===== config.mk =====
export PLATFORM = sky130hd
export DESIGN_NAME = flag_alu
export DESIGN_NICKNAME = d
export VERILOG_FILES = /design/src/rtl/flag_alu_pkg.sv /design/src/rtl/flag_alu_adder.sv /design/src/rtl/flag_alu_shifter.sv /design/src/rtl/flag_alu_logic.sv /design/src/rtl/flag_alu.sv
export SDC_FILE = /design/constraint.sdc
export NUM_CORES = 1
export LEC_CHECK = 0
export BUFFER_PORTS_ARGS = -buffer_cell sky130_fd_sc_hd__buf_4
export CAP_MARGIN = 0
export CORE_MARGIN = 2
export CORE_UTILIZATION = 60
export DETAILED_ROUTE_END_ITERATION = 6
export PLACE_DENSITY = 0.84
export SETUP_SLACK_MARGIN = 0.15
export SLEW_MARGIN = 15
export SYNTH_ARGS = -nofsm -noshare
export SYNTH_HDL_FRONTEND = slang
export SYNTH_HIERARCHICAL = 1
export SYNTH_SLANG_ARGS = --single-unit

===== constraint.sdc =====
create_clock -name vclk -period 8.35
set_input_delay 0.835 -clock vclk [all_inputs]
set_output_delay 0.835 -clock vclk [all_outputs]
set_load 0.05 [all_outputs]

===== src/rtl/flag_alu_pkg.sv =====
// Shared types for the flag-producing ALU.
// Assumes the function code layout {sub, bsel[1:0], shft, math}.
package flag_alu_pkg;

    // Decoded function code fields
    typedef struct packed {
        logic       sub;
        logic [1:0] bsel;
        logic       shft;
        logic       math;
    } alu_fn_t;

    // Bitwise function chosen by bsel when the logic unit drives the result
    typedef enum logic [1:0] {
        LOG_AND = 2'b00,
        LOG_OR  = 2'b01,
        LOG_XOR = 2'b10,
        LOG_NOR = 2'b11
    } logic_op_e;

    // Which unit drives the result
    typedef enum logic [1:0] {
        RES_LOGIC = 2'b00,
        RES_ARITH = 2'b01,
        RES_SHIFT = 2'b10
    } res_sel_e;

    // Shift has priority over math, math over logic
    function automatic res_sel_e pick_result(alu_fn_t f);
        if (f.shft)      return RES_SHIFT;
        else if (f.math) return RES_ARITH;
        else             return RES_LOGIC;
    endfunction

endpackage


===== src/rtl/flag_alu_adder.sv =====
// Adder/subtractor with carry and signed-overflow outputs.
// Subtraction is a + ~b + 1, so carry=1 means no borrow.
module flag_alu_adder #(
    parameter int WIDTH = 32
) (
    input  logic [WIDTH-1:0] a,
    input  logic [WIDTH-1:0] b,
    input  logic             sub,
    output logic [WIDTH-1:0] sum,
    output logic             carry,
    output logic             ovf
);
    logic [WIDTH-1:0] b_eff;
    logic [WIDTH:0]   wide;

    // Invert the second input and inject a carry for subtraction
    always_comb begin
        b_eff = sub ? ~b : b;
        wide  = {1'b0, a} + {1'b0, b_eff} + {{WIDTH{1'b0}}, sub};
        sum   = wide[WIDTH-1:0];
        carry = wide[WIDTH];
        ovf   = (a[WIDTH-1] == b_eff[WIDTH-1]) && (sum[WIDTH-1] != a[WIDTH-1]);
    end
endmodule


===== src/rtl/flag_alu_shifter.sv =====
// Logarithmic barrel shifter: one right-shift core, with left shifts done by
// reversing the bits before and after it.
// Assumes WIDTH is a power of two and AMT_W = log2(WIDTH).
module flag_alu_shifter #(
    parameter int WIDTH = 32,
    parameter int AMT_W = $clog2(WIDTH)
) (
    input  logic [WIDTH-1:0] data,
    input  logic [AMT_W-1:0] amt,
    input  logic             to_right,
    input  logic             arith,
    output logic [WIDTH-1:0] out
);
    logic [WIDTH-1:0] data_rev;
    logic [WIDTH-1:0] core_rev;
    logic [WIDTH-1:0] stage [0:AMT_W];
    logic             fill;

    // Bit reversal of input and of core output
    for (genvar i = 0; i < WIDTH; i++) begin : g_rev
        assign data_rev[i] = data[WIDTH-1-i];
        assign core_rev[i] = stage[AMT_W][WIDTH-1-i];
    end

    assign fill     = to_right & arith & data[WIDTH-1];
    assign stage[0] = to_right ? data : data_rev;

    // One stage per distance bit, each moving by a power of two
    for (genvar k = 0; k < AMT_W; k++) begin : g_stage
        localparam int STEP = 1 << k;
        assign stage[k+1] = amt[k] ? {{STEP{fill}}, stage[k][WIDTH-1:STEP]}
                                   : stage[k];
    end

    assign out = to_right ? stage[AMT_W] : core_rev;
endmodule


===== src/rtl/flag_alu_logic.sv =====
// Bitwise Boolean unit: AND, OR, XOR or NOR of the two operands.
module flag_alu_logic #(
    parameter int WIDTH = 32
) (
    input  logic [WIDTH-1:0]            a,
    input  logic [WIDTH-1:0]            b,
    input  flag_alu_pkg::logic_op_e     op,
    output logic [WIDTH-1:0]            out
);
    import flag_alu_pkg::*;

    // Select the bitwise function
    always_comb begin
        unique case (op)
            LOG_AND: out = a & b;
            LOG_OR:  out = a | b;
            LOG_XOR: out = a ^ b;
            LOG_NOR: out = ~(a | b);
            default: out = '0;
        endcase
    end
endmodule


===== src/rtl/flag_alu.sv =====
// Top of the combinational ALU. Decodes the function code, steers one of the
// three units onto the result, and forms Z/N from the result and V/C plus the
// less-than outputs from the adder. The adder always runs, so V, C and the
// compares follow the subtract bit whatever unit drives the result.
module flag_alu #(
    parameter int WIDTH  = 32,
    parameter int FN_W   = 5,
    localparam int AMT_W = $clog2(WIDTH)
) (
    input  logic [WIDTH-1:0] opa,
    input  logic [WIDTH-1:0] opb,
    input  logic [FN_W-1:0]  fn,
    output logic [WIDTH-1:0] result,
    output logic             flag_z,
    output logic             flag_n,
    output logic             flag_v,
    output logic             flag_c,
    output logic             lt_signed,
    output logic             lt_unsigned
);
    import flag_alu_pkg::*;

    alu_fn_t          dec;
    res_sel_e         sel;
    logic [WIDTH-1:0] add_out;
    logic [WIDTH-1:0] shf_out;
    logic [WIDTH-1:0] log_out;
    logic             add_c;
    logic             add_v;

    // Split the code into its fields
    always_comb begin
        dec = alu_fn_t'(fn);
        sel = pick_result(dec);
    end

    flag_alu_adder #(.WIDTH(WIDTH)) u_add (
        .a     (opa),
        .b     (opb),
        .sub   (dec.sub),
        .sum   (add_out),
        .carry (add_c),
        .ovf   (add_v)
    );

    flag_alu_shifter #(.WIDTH(WIDTH), .AMT_W(AMT_W)) u_shf (
        .data     (opb),
        .amt      (opa[AMT_W-1:0]),
        .to_right (dec.bsel[1]),
        .arith    (dec.bsel[0]),
        .out      (shf_out)
    );

    flag_alu_logic #(.WIDTH(WIDTH)) u_log (
        .a   (opa),
        .b   (opb),
        .op  (logic_op_e'(dec.bsel)),
        .out (log_out)
    );

    // Result select
    always_comb begin
        unique case (sel)
            RES_SHIFT: result = shf_out;
            RES_ARITH: result = add_out;
            default:   result = log_out;
        endcase
    end

    // Flags and comparisons
    always_comb begin
        flag_z      = ~|result;
        flag_n      = result[WIDTH-1];
        flag_v      = add_v;
        flag_c      = add_c;
        lt_signed   = add_out[WIDTH-1] ^ add_v;
        lt_unsigned = ~add_c;
    end
endmodule


# After elaboration in Yosys (flattened, before gate mapping)
# Cells that the tools add are included.
# W data, S select, Z words.
[word_totals] inputBits=69 elab_cells=34 romBits=0 out_inout_bits=38 ramBits=0 latch_bits=0 regBits=0 mem_count=0
[op_classes] muxes=12 order_cmp=0 addsub=2 shift=0 div_mod_pow=0 multipliers=0 bitwise=9 eq_ne=7 n_reduce_logical=4
[ops] op="$mux W32" n=8
[ops] op="$pmux W32 S4" n=1
[ops] op="$not A32 Y32" n=2
[ops] op="$pmux W32 S2" n=1
[ops] op="$add A32 B32 Y33" n=1
[ops] op="$add A33 B1 Y33" n=1
[ops] op="$and A32 B32 Y32" n=1
[ops] op="$or A32 B32 Y32" n=1
[ops] op="$reduce_or A32 Y1" n=1
[ops] op="$xor A32 B32 Y32" n=1
[ops] op="$eq A2 B2 Y1 const B" n=3
[ops] op="$eq A2 B1 Y1 const B" n=2
[ops] op="$and A1 B1 Y1" n=2
[ops] op="$logic_not A2 Y1" n=1
[ops] op="$mux W2" n=1
[ops] op="$eq A1 B1 Y1" n=1
[ops] op="$logic_and A1 B1 Y1" n=1
[ops] op="$logic_not A1 Y1" n=1
[ops] op="$mux W1" n=1
[ops] op="$ne A1 B1 Y1" n=1
[ops] op="$not A1 Y1" n=1
[ops] op="$xor A1 B1 Y1" n=1

# Logic depth before layout (Yosys ltp)
# Gate-level depths: netlist (run 1).
[logic_depth] word_depth=11 depth_mapped=17 ltp_nobuf=15

# Modules after synthesis
# The synthesis (run 1) kept the hierarchy.
[by_module_without_submodules] module="flag_alu_shifter" cells_per_inst=479 n_inst=1 area_each_um2=3881.2
[by_module_without_submodules] module="flag_alu_adder" cells_per_inst=309 n_inst=1 area_each_um2=2183.3
[by_module_without_submodules] module="flag_alu_logic" cells_per_inst=235 n_inst=1 area_each_um2=2105.8
[by_module_without_submodules] module="flag_alu" cells_per_inst=121 n_inst=1 area_each_um2=768.2

# Least setup slack after synthesis (run 1)
# No wires, ideal clock.
[synth_path] kind="in2out" from="input fn[4]" to="output flag_z" slack_ns=2.664 path_buffers=3 cell_stages=17 required_ns=7.515 t_arrival_ns=4.851 path_cell_list="buf_2 -> clkbuf_1 -> xor2_1 -> ha_1 -> buf_4 -> a21oi_2 -> o21ai_2 -> a2111oi_4 -> a21oi_4 -> a211o_1 -> a31o_1 -> a41o_1 -> mux2i_1 -> o21ai_1 -> nor4_1 -> nand4_1 -> nor2_1"
[synth_via] elab_chain_len=6
[synth_rtl] item="from (decl)" line="flag_alu.sv:12" source="input logic [FN_W-1:0] fn,"
[synth_rtl] item="$mux W32" line="flag_alu_adder.sv:18" source="b_eff = sub ? ~b : b;"
[synth_rtl] item="$add A32 B32 Y33" line="flag_alu_adder.sv:19" source="wide = {1'b0, a} + {1'b0, b_eff} + {{WIDTH{1'b0}}, sub};"
[synth_rtl] item="$add A33 B1 Y33 (*)" line="flag_alu_adder.sv:19"
[synth_rtl] item="named net add_out[30]" line="flag_alu.sv:25" source="logic [WIDTH-1:0] add_out;"
[synth_rtl] item="$pmux W32 S2 (*)" line="flag_alu.sv:63" source="unique case (sel)"
[synth_rtl] item="named net result[30]" line="flag_alu.sv:13" source="output logic [WIDTH-1:0] result,"
[synth_rtl] item="$reduce_or A32 Y1 (*)" line="flag_alu.sv:72" source="flag_z = ~|result;"
[synth_rtl] item="$logic_not A1 Y1 (*)" line="flag_alu.sv:72"
[synth_rtl] item="to (decl)" line="flag_alu.sv:14" source="output logic flag_z,"
# The timed path passes the listed nets; every way through them passes the cells marked *.

# Final worst setup path (run 1)
[layout_path] from="input opa[0]" to="output flag_z"
[layout_rtl] item="from (decl)" line="flag_alu.sv:10" source="input logic [WIDTH-1:0] opa,"
[layout_rtl] item="$add A32 B32 Y33" line="flag_alu_adder.sv:19"
[layout_rtl] item="$add A33 B1 Y33" line="flag_alu_adder.sv:19"
[layout_rtl] item="named net add_out[30]" line="flag_alu.sv:25"
[layout_rtl] item="$pmux W32 S2" line="flag_alu.sv:63"
[layout_rtl] item="$reduce_or A32 Y1" line="flag_alu.sv:72"
[layout_rtl] item="$logic_not A1 Y1" line="flag_alu.sv:72"
# The timed path passes the listed nets, and every way through them passes these cells.

==> metrics.md, run 1 <==
| Metric | Value |
|---|---|
| Most frequent cells in the layout | `mux2i_1, buf_4, nand2_1, ha_1` |
| Register share of total power | `0%` |
| Met1 Usage GRT | `52.30%` |
| Seq/Total Area, Yosys | `0%` |
| Unrepaired setup endpoints after global routing | `false` |
| Post-synthesis mux area share | `28.36%` |
| Seq cells | `0` |
| WP data arrival | `5.17 ns` |
| Combinational share of power | `100.0%` |
| Minimum clock period | `6.010 ns` |
| Switching power | `0.6132 mW` |
| GPL Wtd Cong | `1.065` |
| Share of cells above drive strength 1 | `15.24%` |
| CP required | `7.52 ns` |
| Total negative slack | `0 ns` |
| Number of global-route vias before repair | `8708` |
| Largest net degree at the start of global routing | `98` |
| # clk buffers | `0` |
| Clock power frac | `0%` |
| Int Pwr | `0.3368 mW` |
| Lkg Pwr | `4.493 nW` |
| Adder-cell share of the synthesized area | `13.52%` |
| Final worst setup slack | `2.340 ns` |
| Slew HR | `32.22%` |
| Crit path capture type | `output port` |
| Post-Layout Cell Count | `1352` |
| Post-synthesis compound-gate area fraction | `22.14%` |
| Detailed-route via count | `9512` |
| Crit path cell chain | `buf_4, mux2i_1, fa_1, nor2b_1, o2111ai_1, a21o_1, a21oi_4, a211o_1, nand4_1, a41o_1, mux2i_1, o21ai_1, nor4_1, nand4_1, nor2_1, buf_4` |
| Crit Path Category | `primary input to output port` |
| Chip width | `126.1 µm` |
| Hold path depth | `4` |
| Area Overhead vs Synth | `4.045%` |
| Starting Density | `61.50%` |
| CP peak stage delay | `0.73 ns` |
| # diodes | `0` |
| Sw Ratio | `64.55%` |
| Hold slack final | `2.356 ns` |
| Worst IR drop on VDD | `0.1062 mV` |
| Delay-heaviest family, CP | `compound AO/OA/AOI/OAI gates` |
| Final instance area | `9300 µm²` |
| Cell area after synthesis | `8939 µm²` |
| Buffers on Ports | `107` |
| DP Cell Count | `1352` |
| Initial antenna violation count | `0` |
| Syn Area/Cell | `7.813 µm²` |
| Maxcap violations | `0` |
| Post-detail-place hpwl | `23750 µm` |
| Post-Syn Nets | `1309` |
| Detailed-route DRC error count | `0` |
| Routed wire length | `31470 µm` |
| Most common cell after layout, fill and taps aside | `mux2i_1` |
| Hold Buf Count CTS | `0` |
| Global-route wire length before repair | `48580 µm` |
| Place WS | `2.401 ns` |
| Post-layout net count | `1335` |
| Synth warn | `6` |
| Power Density | `102.1 nW/µm²` |
| Simple-Gate Fraction of Synth Area | `15.68%` |
| Remaining Overflow, GRT | `0` |
| Vias per cell | `7.036` |
| Pre-Repair DR Iteration Count | `6` |
| Register area | `0 µm²` |
| Cells after Synth | `1144` |
| Placed cell area | `9300 µm²` |
| Hold EP | `flag_v` |
| Core area | `14530 µm²` |
| Hold Crit Class | `primary input to output port` |
| CP Launch Type | `primary input` |
| Distinct cell type count after synthesis | `96` |
| Final setup violation count | `0` |
| Max frequency | `0.1664 GHz` |
| Die area | `15890 µm²` |
| Outcome | `complete, no violations` |
| Antenna Nets Post-Route | `0` |
| Die H | `126.1 µm` |
| CTS resizes | `0` |
| Standard-cell rows | `44` |
| Met2 usage | `58.35%` |
| Main combinational cell family by area after synthesis | `multiplexers` |
| Crit Path Max Fanout | `69` |
| Met3 GRT Util | `5.820%` |
| Num ports | `107` |
| DR iter-0 viols | `1468` |
| Final Core Density | `63.99%` |
| XOR/XNOR Fraction of Synth Area | `9.211%` |
| Worst-Margin Slew | `1.017 ns` |
| Min-Delay Startpoint | `opa[31]` |
| Busiest layer in global routing | `met2` |
| CP bufs+invs | `2` |
| Period utilization | `71.98%` |
| Total power | `0.9500 mW` |
| Max-slew violation count | `0` |
| Post-DR wirelength/cell | `23.28 µm` |
| Postcts setup bufs | `0` |
| Final-report hold violation count | `0` |
| Slowest-stage cell, CP | `buf_4` |
| GRT Resource Usage Total | `37.61%` |
final cells by class:
class / count / area [µm²]
fillers: 1357 / 5234
inverters: 78 / 292.8
multi-input cells: 980 / 7948
well taps: 184 / 230.2
repair buffers: 110 / 829.5
worst max-delay path by stage:
stage	depth (start not counted)	end	start	slack, ns
global placement	16	flag_z	opa[0]	2.58
floorplan	17	flag_z	fn[4]	2.66
CTS	16	flag_z	opa[0]	2.39
detailed placement	16	flag_z	opa[0]	2.40
finish	16	flag_z	opa[0]	2.34
global route	16	flag_z	opa[0]	1.88
per-layer routing:
| metal | part of all wire, % | up-vias |
|---|---|---|
| li1 | - | 4262 |
| met1 | 40 | 4418 |
| met2 | 43 | 714 |
| met3 | 12 | 118 |
| met4 | 5.0 | 0 |
| met5 | 0 | - |
power by group through the flow:
stage	Combinational (mW)	Sequential (mW)	Clock, mW
floorplan	0.671	0	0
global placement	0.904	0	0
detailed placement	0.918	0	0
CTS	0.921	0	0
global route	1.00	0	0
finish	0.950	0	0
cells by family (layout without fill, tap and decap cells):
| kind of cell | count (synthesis) | count (layout) |
|---|---|---|
| muxes | 208 | 208 |
| AOI/OAI and AO/OA | 294 | 294 |
| adders and majority gates | 96 | 96 |
| xor gates and xnor gates | 94 | 94 |
| and+or+nand+nor | 288 | 288 |
| buffers and inverters | 164 | 188 |
synth_stat cells, types with 4 or more instances:
| library cell | number | share of area, % |
|---|---|---|
| and2_1 | 4 | 0.28 |
| mux2i_1 | 152 | 17 |
| o21a_1 | 10 | 0.84 |
| nor2b_1 | 14 | 0.98 |
| nand2_1 | 98 | 4.1 |
| buf_12 | 9 | 2.0 |
| xnor2_1 | 18 | 1.8 |
| mux2_4 | 4 | 0.67 |
| a22oi_1 | 13 | 1.1 |
| a31oi_1 | 11 | 0.77 |
| and3_1 | 11 | 0.77 |
| buf_2 | 20 | 1.1 |
| buf_8 | 4 | 0.67 |
| o22a_1 | 4 | 0.39 |
| or3_1 | 5 | 0.35 |
| a22o_1 | 4 | 0.39 |
| clkbuf_8 | 5 | 0.77 |
| o2111ai_1 | 6 | 0.59 |
| nand2b_1 | 15 | 1.0 |
| xor2_1 | 76 | 7.4 |
| mux2_2 | 15 | 1.9 |
| o21ai_1 | 41 | 2.3 |
| nand3_1 | 22 | 1.2 |
| buf_6 | 10 | 1.3 |
| nand4_1 | 9 | 0.63 |
| a211oi_1 | 9 | 0.76 |
| o221ai_1 | 4 | 0.39 |
| o31ai_1 | 4 | 0.34 |
| o21ai_0 | 40 | 2.2 |
| mux4_2 | 29 | 7.3 |
| mux2_1 | 5 | 0.63 |
| a32oi_1 | 6 | 0.59 |
| o22ai_1 | 14 | 0.98 |
| a21o_1 | 19 | 1.6 |
| clkbuf_1 | 26 | 1.1 |
| nor2_1 | 57 | 2.4 |
| inv_1 | 76 | 3.2 |
| nor3_1 | 17 | 0.95 |
| o211ai_1 | 9 | 0.76 |
| o2bb2ai_1 | 5 | 0.49 |
| buf_4 | 6 | 0.50 |
| nor4_1 | 14 | 0.98 |
| a21oi_1 | 54 | 3.0 |
| ha_1 | 95 | 13 |
tightest hold or removal path, cell delays in order:
cell and delay (ns):
buf_4 0.12, o21ai_0 0.09, nand4bb_1 0.25, buf_4 0.23
Power figures use the tool's default switching activity.
==> run 2, diff against run 1 <==
clock period = 5.8 ns   (was 8.35 ns; I/O delays follow)
==> run 2 against run 1 <==
Compared with the run above:
- the run now ends with DRC left
- via count increased by 0.73%
- global-route usage rose by 2.3 points
- sequential share of layout area unchanged
- clock-buffer cell count is the same
- sequential cell count unchanged
- worst hold slack got worse by 0.52 ns
- first-iteration DRC count decreased by 11%
- utilization rose by 0.62 points
- worst setup slack got worse by 1.6 ns
- highest routed layer unchanged
==> metrics.md, run 2 (synthesized netlist as in run 1, its figures left out) <==
| Metric | Value |
|---|---|
| Share of cells above drive strength 1 | `15.96%` |
| GPL Wtd Cong | `1.064` |
| Delay-heaviest family, CP | `compound AO/OA/AOI/OAI gates` |
| CP Launch Type | `primary input` |
| Hold path depth | `4` |
| Final Core Density | `64.61%` |
| Crit Path Category | `primary input to output port` |
| GRT Resource Usage Total | `39.94%` |
| WP data arrival | `4.47 ns` |
| Global-route wire length before repair | `50760 µm` |
| Postcts setup bufs | `0` |
| Final-report hold violation count | `0` |
| Most common cell after layout, fill and taps aside | `mux2i_1` |
| Hold Crit Class | `primary input to output port` |
| Slowest-stage cell, CP | `nor4_1` |
| Min-Delay Startpoint | `fn[1]` |
| Crit Path Max Fanout | `32` |
| Pre-Repair DR Iteration Count | `7` |
| Most frequent cells in the layout | `mux2i_1, buf_4, nand2_1, ha_1` |
| Routed wire length | `33230 µm` |
| Number of global-route vias before repair | `8655` |
| Worst-Margin Slew | `0.8114 ns` |
| Num ports | `107` |
| Remaining Overflow, GRT | `0` |
| Max frequency | `0.1980 GHz` |
| Hold EP | `result[20]` |
| Die area | `15890 µm²` |
| Crit path capture type | `output port` |
| Slew HR | `45.41%` |
| Met3 GRT Util | `7.647%` |
| Antenna Nets Post-Route | `0` |
| # clk buffers | `0` |
| Hold Buf Count CTS | `0` |
| Detailed-route via count | `9581` |
| Buffers on Ports | `107` |
| Post-detail-place hpwl | `25710 µm` |
| Register area | `0 µm²` |
| CTS resizes | `0` |
| Detailed-route DRC error count | `9` |
| Max-slew violation count | `0` |
| Initial antenna violation count | `0` |
| Busiest layer in global routing | `met2` |
| Area Overhead vs Synth | `5.053%` |
| Total negative slack | `0 ns` |
| Met1 Usage GRT | `56.26%` |
| Standard-cell rows | `44` |
| Core area | `14530 µm²` |
| Maxcap violations | `0` |
| Die H | `126.1 µm` |
| CP required | `5.22 ns` |
| Outcome | `complete, but fails checks` |
| Vias per cell | `7.029` |
| Period utilization | `87.09%` |
| Largest net degree at the start of global routing | `65` |
| CP bufs+invs | `2` |
| Met2 usage | `62.27%` |
| Minimum clock period | `5.051 ns` |
| Failing checks | `DRC` |
| Crit path cell chain | `buf_4, xor2_1, ha_1, a21oi_1, o21ai_1, a31oi_1, o41ai_1, a21oi_1, or3b_1, nand3_1, mux2i_1, o21ai_1, nor4_1, nand4_1, nor2_1, buf_4` |
| CP peak stage delay | `0.51 ns` |
| Post-layout net count | `1345` |
| Starting Density | `61.50%` |
| Final setup violation count | `0` |
| Post-DR wirelength/cell | `24.38 µm` |
| Seq cells | `0` |
| Unrepaired setup endpoints after global routing | `false` |
| DR iter-0 viols | `1313` |
| Chip width | `126.1 µm` |
## run 2: cell count changes in the layout (fill, tap and decap cells not counted)
cell | before | now
buf_4 | 109 | 118
buf_12 | 0 | 1
diode_2 | 0 | 1
## run 2: layout make-up
cell class | instances | area [µm²]
well taps | 184 | 230.2
fillers | 1319 | 5144
multi-input cells | 980 | 7948
inverters | 78 | 292.8
repair buffers | 120 | 917.1
diodes | 1 | 2.502
## run 2: through the flow
step	hold WS (ns)	cell area, µm²	instances	setup WS, ns
after floorplan	1.622	8939	1144	0.6237
after global placement	1.812	9388	1362	0.8843
after detailed placement	1.826	9388	1362	0.8783
after CTS	1.828	9388	1362	0.8600
after global routing	1.892	9388	1362	0.4789
final	1.833	9390	1363	0.7486
## run 2: worst max-delay path by stage
stage	from	endpoint	slack [ns]	depth (start not counted)
after floorplan	fn[4]	flag_z	0.62	17
after global placement	fn[4]	flag_z	0.88	17
after detailed placement	fn[4]	flag_z	0.88	17
after CTS	fn[4]	flag_z	0.86	17
after global routing	fn[4]	flag_z	0.48	16
final	fn[4]	flag_z	0.75	16
## run 2: layer usage
| layer | vias up | routed length [µm] |
|---|---|---|
| li1 | 4288 | - |
| met1 | 4490 | 13690 |
| met2 | 701 | 14320 |
| met3 | 102 | 3924 |
| met4 | 0 | 1285 |
| met5 | - | 0 |
==> run 3, diff against run 2 <==
clock period = 5.6 ns   (was 5.8 ns; I/O delays follow)
==> run 3 against run 2 <==
Compared with the run above:
- the flow now finishes without violations
- critical path depth rose by 1
- via count decreased by 1.4%
- critical path type unchanged
- clock-buffer cell count did not move
- non-clock buffer count decreased by 4
- worst hold slack worse by 0.042 ns
- final cell count down 0.37%
==> metrics.md, run 3 (synthesized netlist as in run 1, its figures left out) <==
| Metric | Value |
|---|---|
| Placed cell area | `9370 µm²` |
| Min-Delay Startpoint | `fn[1]` |
| Area Overhead vs Synth | `4.829%` |
| GRT Resource Usage Total | `39.03%` |
| Minimum clock period | `5.013 ns` |
| CP required | `5.04 ns` |
| Remaining Overflow, GRT | `0` |
| Vias per cell | `6.959` |
| Critical Path Start | `fn[4]` |
| Most common cell after layout, fill and taps aside | `mux2i_1` |
| Top layer in use | `met4` |
| Starting Density | `61.50%` |
| DRT met1 WL | `13460 µm` |
| Final Core Density | `64.47%` |
| Int Pwr | `0.5061 mW` |
| CTS resizes | `0` |
| Post-DR wirelength/cell | `24.11 µm` |
| Final setup violation count | `0` |
| GPL Wtd Cong | `1.021` |
| Largest net degree at the start of global routing | `74` |
| Seq cells | `0` |
| Crit Path Category | `primary input to output port` |
| Detail Route met2 WL | `14020 µm` |
| Register area | `0 µm²` |
| Hold Buf Count CTS | `0` |
| Register share of total power | `0%` |
| Hold Crit Class | `primary input to output port` |
| Postcts setup bufs | `0` |
| Antenna Nets Post-Route | `0` |
| Max frequency | `0.1995 GHz` |
| Combinational share of power | `100.0%` |
| Final-report hold violation count | `0` |
| Hold path depth | `4` |
| CP Launch Type | `primary input` |
| WP data arrival | `4.45 ns` |
| Detailed-route DRC error count | `0` |
| Maxcap violations | `0` |
| Routed wire length | `32740 µm` |
| Switching power | `0.9237 mW` |
| Sw Ratio | `64.60%` |
| Core area | `14530 µm²` |
| Lkg Pwr | `4.531 nW` |
| Buffers on Ports | `107` |
| DP Cell Count | `1358` |
| Outcome | `complete, no violations` |
| Die area | `15890 µm²` |
| Pre-Repair DR Iteration Count | `6` |
| Max-slew violation count | `0` |
| Clock power frac | `0%` |
| Detailed-route via count | `9451` |
| Power Density | `152.6 nW/µm²` |
| Total negative slack | `0 ns` |
| Global-route wire length before repair | `49540 µm` |
| Unrepaired setup endpoints after global routing | `false` |
| Post-detail-place hpwl | `24900 µm` |
| # diodes | `0` |
| Worst-Margin Slew | `0.8857 ns` |
| Met3 wire len | `3840 µm` |
| Crit Path Max Fanout | `32` |
| Hold slack final | `1.791 ns` |
| Final instance area | `9370 µm²` |
| Initial antenna violation count | `0` |
| Post-layout net count | `1341` |
| Die H | `126.1 µm` |
| Final worst setup slack | `0.5866 ns` |
| Fillers | `1351` |
| Most frequent cells in the layout | `mux2i_1, buf_4, nand2_1, ha_1` |
| DR iter-0 viols | `1377` |
| Crit path capture type | `output port` |
| Worst IR drop on VDD | `0.1500 mV` |
| Num ports | `107` |
| Number of global-route vias before repair | `8413` |
| Share of cells above drive strength 1 | `15.67%` |
| Post-Layout Cell Count | `1358` |
| Chip width | `126.1 µm` |
| Slew HR | `40.96%` |
| Place WS | `0.6655 ns` |
| Total power | `1.430 mW` |
| # clk buffers | `0` |
| Standard-cell rows | `44` |
| Period utilization | `89.53%` |
==> run 3: cell count changes in the layout (fill, tap and decap cells not counted) <==
cell	change
buf_4	-5
buf_12	+1
diode_2	-1
==> run 3: cell type report <==
| class | count | area, µm² | area share, % |
|---|---|---|---|
| Multi-Input combinational cell | 980 | 7948 | 84.82 |
| Inverter | 78 | 292.8 | 3.125 |
| Timing Repair Buffer | 116 | 899.6 | 9.601 |
| Tap cell | 184 | 230.2 | 2.457 |
==> run 3: worst paths after layout <==
path / endpoint / slack [ns]
setup / recovery: flag_z / 0.59
hold / removal: result[30] / 1.79
==> run 3: power groups by stage <==
stage          registers [mW]  logic [mW]  clock network (mW)
4_1_cts                     0        1.39                   0
5_1_grt                     0        1.50                   0
3_3_place_gp                0        1.37                   0
6_report                    0        1.43                   0
3_5_place_dp                0        1.38                   0
2_1_floorplan               0        1.00                   0
==> run 3: worst max-delay path: stages <==
cell and delay (ns):
buf_4 0.45, xor2_1 0.23, inv_1 0.08, fa_1 0.43, nor2b_1 0.17, o2111ai_1 0.22
a21o_1 0.25, a21oi_4 0.21, a211o_1 0.22, nand4_1 0.15, a41o_1 0.27, mux2i_1 0.37
o21ai_1 0.13, nor4_1 0.24, nand4_1 0.13, nor2_1 0.13, buf_4 0.20
==> run 3: layer usage <==
layer | GRT usage [%] | vias up
met5 | 0 | -
met4 | 12.28 | 0
met3 | 7.562 | 129
met2 | 60.59 | 657
met1 | 54.58 | 4394
li1 | - | 4271
